[config.mk]
export PLATFORM = sky130hd
export DESIGN_NAME = irq_aggregator
export DESIGN_NICKNAME = d
export VERILOG_FILES = /design/src/rtl/irq_agg_pkg.sv /design/src/rtl/irq_kind_bank.sv /design/src/rtl/irq_addr_decode.sv /design/src/rtl/irq_aggregator.sv
export SDC_FILE = /design/constraint.sdc
export NUM_CORES = 1
export LEC_CHECK = 0
export BUFFER_PORTS_ARGS = -buffer_cell sky130_fd_sc_hd__buf_2
export CORE_AREA = 2 2 117 233
export DETAILED_ROUTE_END_ITERATION = 16
export DIE_AREA = 0 0 119 235
export PLACE_DENSITY = 0.55
export REMOVE_ABC_BUFFERS = 1
export SYNTH_ARGS = -nofsm -noshare
export SYNTH_HDL_FRONTEND = slang
export SYNTH_SLANG_ARGS = --single-unit
[constraint.sdc]
create_clock -name clk -period 6 [get_ports clk]
set_input_delay 0.3 -clock clk [delete_from_list [all_inputs] [get_ports clk]]
set_output_delay 0.3 -clock clk [all_outputs]
set_load 0.005 [all_outputs]
[src/rtl/irq_agg_pkg.sv]
package irq_agg_pkg;
  localparam int KINDS  = 4;
  localparam int ADDR_W = 12;
  localparam int REG_DW = 32;

  typedef enum logic [1:0] {
    K_CHAIN = 2'd0,
    K_NODE  = 2'd1,
    K_ERRA  = 2'd2,
    K_ERRB  = 2'd3
  } evt_kind_e;

  localparam logic [ADDR_W-1:0] A_SUMMARY = 12'h000;
  localparam logic [ADDR_W-1:0] A_STAT0   = 12'h004;
  localparam logic [ADDR_W-1:0] A_MASK0   = 12'h018;
  localparam logic [ADDR_W-1:0] A_RAW0    = 12'h600;

  function automatic logic [ADDR_W-1:0] stat_addr(input int k);
    return A_STAT0 + ADDR_W'(4 * k);
  endfunction

  function automatic logic [ADDR_W-1:0] mask_addr(input int k);
    return A_MASK0 + ADDR_W'(4 * k);
  endfunction

  function automatic logic [ADDR_W-1:0] raw_addr(input int k);
    return A_RAW0 + ADDR_W'(8 * k);
  endfunction

  function automatic logic [REG_DW-1:0] chan_bit(input logic [4:0] ch);
    return REG_DW'(1) << ch;
  endfunction

  // next raw value: clear by ones, then new events override
  function automatic logic [REG_DW-1:0] w1c_merge(input logic [REG_DW-1:0] cur,
                                                  input logic [REG_DW-1:0] set,
                                                  input logic [REG_DW-1:0] clr);
    return (cur & ~clr) | set;
  endfunction
endpackage

[src/rtl/irq_kind_bank.sv]
module irq_kind_bank
  import irq_agg_pkg::*;
#(
  parameter int NCH = 16
) (
  input  logic           clk,
  input  logic           rst_n,
  input  logic [NCH-1:0] set_vec,
  input  logic           clr_we,
  input  logic           mask_we,
  input  logic [NCH-1:0] wdata,
  output logic [NCH-1:0] raw_q,
  output logic [NCH-1:0] mask_q
);
  logic [REG_DW-1:0] raw_nx;
  logic [NCH-1:0]    clr_vec;

  assign clr_vec = clr_we ? wdata : '0;
  assign raw_nx  = w1c_merge(REG_DW'(raw_q), REG_DW'(set_vec), REG_DW'(clr_vec));

  always_ff @(posedge clk) begin
    if (!rst_n) begin
      raw_q  <= '0;
      mask_q <= '0;
    end else begin
      raw_q <= raw_nx[NCH-1:0];
      if (mask_we) mask_q <= wdata;
    end
  end
endmodule

[src/rtl/irq_addr_decode.sv]
module irq_addr_decode
  import irq_agg_pkg::*;
(
  input  logic              wr_en,
  input  logic [ADDR_W-1:0] wr_addr,
  input  logic [ADDR_W-1:0] rd_addr,
  output logic [KINDS-1:0]  mask_we,
  output logic [KINDS-1:0]  clr_we,
  output logic              rd_sum,
  output logic [KINDS-1:0]  rd_stat,
  output logic [KINDS-1:0]  rd_mask,
  output logic [KINDS-1:0]  rd_raw
);
  assign rd_sum = (rd_addr == A_SUMMARY);

  for (genvar k = 0; k < KINDS; k++) begin : g_kind
    assign mask_we[k] = wr_en && (wr_addr == mask_addr(k));
    assign clr_we[k]  = wr_en && (wr_addr == raw_addr(k));
    assign rd_stat[k] = (rd_addr == stat_addr(k));
    assign rd_mask[k] = (rd_addr == mask_addr(k));
    assign rd_raw[k]  = (rd_addr == raw_addr(k));
  end
endmodule

[src/rtl/irq_aggregator.sv]
module irq_aggregator
  import irq_agg_pkg::*;
#(
  parameter int NCH = 16,
  localparam int CH_W = $clog2(NCH)
) (
  input  logic              clk,
  input  logic              rst_n,
  input  logic              evt_vld,
  input  logic [1:0]        evt_kind,
  input  logic [CH_W-1:0]   evt_ch,
  input  logic              wr_en,
  input  logic [ADDR_W-1:0] wr_addr,
  input  logic [REG_DW-1:0] wr_data,
  input  logic [ADDR_W-1:0] rd_addr,
  output logic [REG_DW-1:0] rd_data,
  output logic              irq
);
  logic [KINDS-1:0]  mask_we, clr_we, rd_stat, rd_mask, rd_raw;
  logic              rd_sum;
  logic [NCH-1:0]    raw_q  [KINDS];
  logic [NCH-1:0]    mask_q [KINDS];
  logic [NCH-1:0]    pend   [KINDS];
  logic [NCH-1:0]    set_vec[KINDS];
  logic [NCH-1:0]    summary;
  logic [REG_DW-1:0] ev_onehot;
  logic [KINDS*NCH-1:0] raw_flat, mask_flat;

  assign ev_onehot = chan_bit(5'(evt_ch));

  irq_addr_decode u_dec (
    .wr_en(wr_en), .wr_addr(wr_addr), .rd_addr(rd_addr),
    .mask_we(mask_we), .clr_we(clr_we), .rd_sum(rd_sum),
    .rd_stat(rd_stat), .rd_mask(rd_mask), .rd_raw(rd_raw)
  );

  for (genvar k = 0; k < KINDS; k++) begin : g_bank
    assign set_vec[k] = (evt_vld && evt_kind == 2'(k)) ? ev_onehot[NCH-1:0] : '0;

    irq_kind_bank #(.NCH(NCH)) u_bank (
      .clk(clk), .rst_n(rst_n), .set_vec(set_vec[k]),
      .clr_we(clr_we[k]), .mask_we(mask_we[k]), .wdata(wr_data[NCH-1:0]),
      .raw_q(raw_q[k]), .mask_q(mask_q[k])
    );

    assign pend[k] = raw_q[k] & mask_q[k];
    assign raw_flat [k*NCH +: NCH] = raw_q[k];
    assign mask_flat[k*NCH +: NCH] = mask_q[k];
  end

  always_comb begin
    summary = '0;
    for (int k = 0; k < KINDS; k++) summary |= pend[k];
  end

  assign irq = |summary;

  always_comb begin
    rd_data = '0;
    if (rd_sum) rd_data = REG_DW'(summary);
    for (int k = 0; k < KINDS; k++) begin
      if (rd_stat[k]) rd_data = REG_DW'(pend[k]);
      if (rd_mask[k]) rd_data = REG_DW'(mask_q[k]);
      if (rd_raw[k])  rd_data = REG_DW'(raw_q[k]);
    end
  end
endmodule

==> summary.txt <==
Timing
  – # setup viols final: 0
  – Max-slew violations: 0
  – Sum of negative setup slack: 0 ps
  – Fin crit share: 58.7%
  – Slew headroom: 15.4%
  – Fin crit period: approximately 3500 ps
  – Slew @ Worst Pin: 1270 ps
  – Final Hold Violating Endpoints: 0
  – Setup ws final: 2480 ps
  – FMAX: 284 MHz
  – RSZ-0062 raised after global routing: no
  – Clock skew: 0 ps

Clock tree
  – CTS tree: yes
  – Post-CTS Setup Inserts: 0
  – CTS clk-pin slew, worst paths: 60 ps
  – Cts-stage hold buffer count: 0
  – PostCTS Resize Cnt: 0
  – Root buf cell: clkbuf_16
  – Total CTS buffers: 17
  – # clock sinks: 128
  – Worst-Skew Late Latency: ~440 ps
  – Depth of the CTS H-tree: 4
  – Max Buffers Root-to-Sink: 2

Global route
  – Largest net degree at the start of global routing: between 70 and 80
  – First-pass GRT wire length: 45.4 mm
  – Vias in the first global route: about 7500
  – GRT overflow: 0
  – Initial antenna violation count: 1
  – Overall Global Routing Usage: 21.6%

Final layout
  – Post-layout instance area: between 9000 and 10000 um^2
  – Finished Layout Cells: between 1000 and 1500
  – Final core utilization: 34.5%
  – Fill count: 2698
  – Fin nets: 1023
  – Share of layout cells above drive strength 1: 14.7%
  – Antenna Cells: 0
  – Area delta synth->final: 16.4%

Min path
  – Hold Crit Class: in -> reg

Drt
  – Vias: 7658
  – DRT Pass-1 Iters: 8
  – Iteration-0 DRC Markers: 792
  – WL final: 30.4 mm
  – Routed Antenna Nets: 0
  – Vias per cell: roughly 6
  – Post-route DRC: 0
  – Wire per inst: 23.1 um

Critical path
  – Worst setup SP type: primary input
  – Worst setup path class: in -> out
  – Crit-path max FO: 16
  – Crit path DAT: 3220 ps
  – Crit. End Element: output port
  – Worst path required time: 5700 ps

Floorplanning
  – Die Y: 235 um
  – Row cnt: 84
  – Die ar.: ~28000 um^2
  – Starting Density: 29.6%
  – I/O Pins: 99
  – Die X: about 120 um
  – Core area: roughly 26000 um^2

Yosys
  – Mux contribution to synthesized area: around 8.3%
  – Simple-gate area share of the yosys netlist: 22.3%
  – Top post-synthesis cells by count: dfxtp_1, nor2_1, o21a_1, nor2b_1, a21boi_0
  – Sequential-to-total area share from yosys stat: 33.0%
  – Most common cell in the netlist: dfxtp_1
  – Adder-cell area share of the yosys netlist: 0%
  – Post-synth top area cell: dfxtp_1
  – Synthesized flop and latch total: 128
  – Synth Instances: between 900 and 1000
  – Post-synth top flop: dfxtp_1
  – Synth Warn #: 0
  – Synth top area cells: dfxtp_1, mux2i_1, o21a_1, a21boi_0, nor2b_1
  – Share of Yosys cell area claimed by the top area cell type: 33.0%
  – EDFF count, synth: 0
  – Mapped cell area: 7750 um^2
  – Synth async-reset ratio: 0%
  – Unique cell type count in the Yosys netlist: 68
  – Syn avg cell area: between 8 and 9 um^2
  – Largest family of logic cells by synthesized area: compound AO/OA/AOI/OAI gates
  – Compound-Gate Fraction of Synth Area: 30.3%
  – XOR/XNOR Fraction of Synth Area: 0%

Job
  – Max-cap violations: 0

Place
  – Buffers on Ports: 66
  – DP Area: 8390 um^2
  – Placement Setup Slack: 2550 ps
  – Hpwl dp: 20.3 mm
  – Post-placement cell count: 1282
  – Final GP Congestion: 0.921

Power
  – Logic pwr share: a little under 6%
  – Clock share of power: approximately 53%
  – Power Dens Cells: 232 nW/um^2
  – Max IR drop VDD: ~0.17 mV
  – P_leak: 0.00322 uW
  – NetSw: 503 uW
  – Int Power: 1590 uW
  – Sequential power share: between 40 and 50%
  – Sw Ratio: between 20% and 30%

Outcome
  – Outcome: finished, final reports clean
==> power by group through the flow <==
stage	logic [uW]	registers (uW)	clock network, uW
floorplan	43.1	874	0
CTS	123	856	1130
finish	125	856	1120
detailed placement	123	875	0
global route	133	856	1170
global placement	122	875	0
==> metrics by stage <==
step / total power (uW) / hold slack, ps
after floorplan: 917 / 418
after global placement: 996 / 533
after detailed placement: 997 / 538
after CTS: 2110 / 218
after global routing: 2150 / 237
final: 2100 / 226
==> worst paths after layout <==
check	end	from	cells after the start	slack, ps
worst max-delay path	rd_data[8]	rd_addr[4]	7	2480
worst min-delay path	g_bank[1].u_bank.mask_q[6]	wr_data[6]	3	230
worst max register to register	g_bank[0].u_bank.raw_q[13]	g_bank[0].u_bank.raw_q[13]	2	5180
worst min register to register	g_bank[3].u_bank.mask_q[0]	g_bank[3].u_bank.mask_q[0]	2	550
==> cell type report <==
type	count	area [um^2]	area share [%]
inverters	15	56.3	0.624
clock inverters	14	190	2.11
flip-flops and latches	128	2560	28.4
repair buffers	86	483	5.35
clock buffers	18	439	4.87
multi-input cells	709	4860	53.9
well taps	344	430	4.77
==> registers in the layout, indices dropped and copies added (netlist names) <==
name and cells:
g_bank.u_bank.raw_q 64, g_bank.u_bank.mask_q 64
==> per-layer routing <==
metal	part of all wire, %	track usage, %
met3	6.8	4.13
met5	0.040	0
met2	50	37.4
met4	7.7	16.2
met1	35	22.8
==> cells in the final DEF, fill, tap and decap left out, types with 16 or more instances in the layout <==
master	count
buf_4	21
nor2b_1	68
a22oi_1	18
a21o_1	24
conb_1	16
clkbuf_16	17
a21boi_0	66
a21oi_1	21
buf_2	65
nand3_1	36
o21a_1	75
o221ai_1	23
nand2_1	58
mux2i_1	64
nor2_1	88
dfxtp_1	128
a221oi_1	19
==> cells by family after synthesis <==
logic type / count (synthesis)
other: 1
and+or+nand+nor: 320
muxes: 64
AOI/OAI and AO/OA: 309
DFF: 128
buffers and inverters: 92
==> critical path, cell delays in order <==
cell      delay [ps]
buf_2            250
nor4b_1          780
nand3_1          810
o221ai_1         440
a221oi_1          80
o221ai_1         360
buf_2            190
Power figures use the tool's default switching activity.
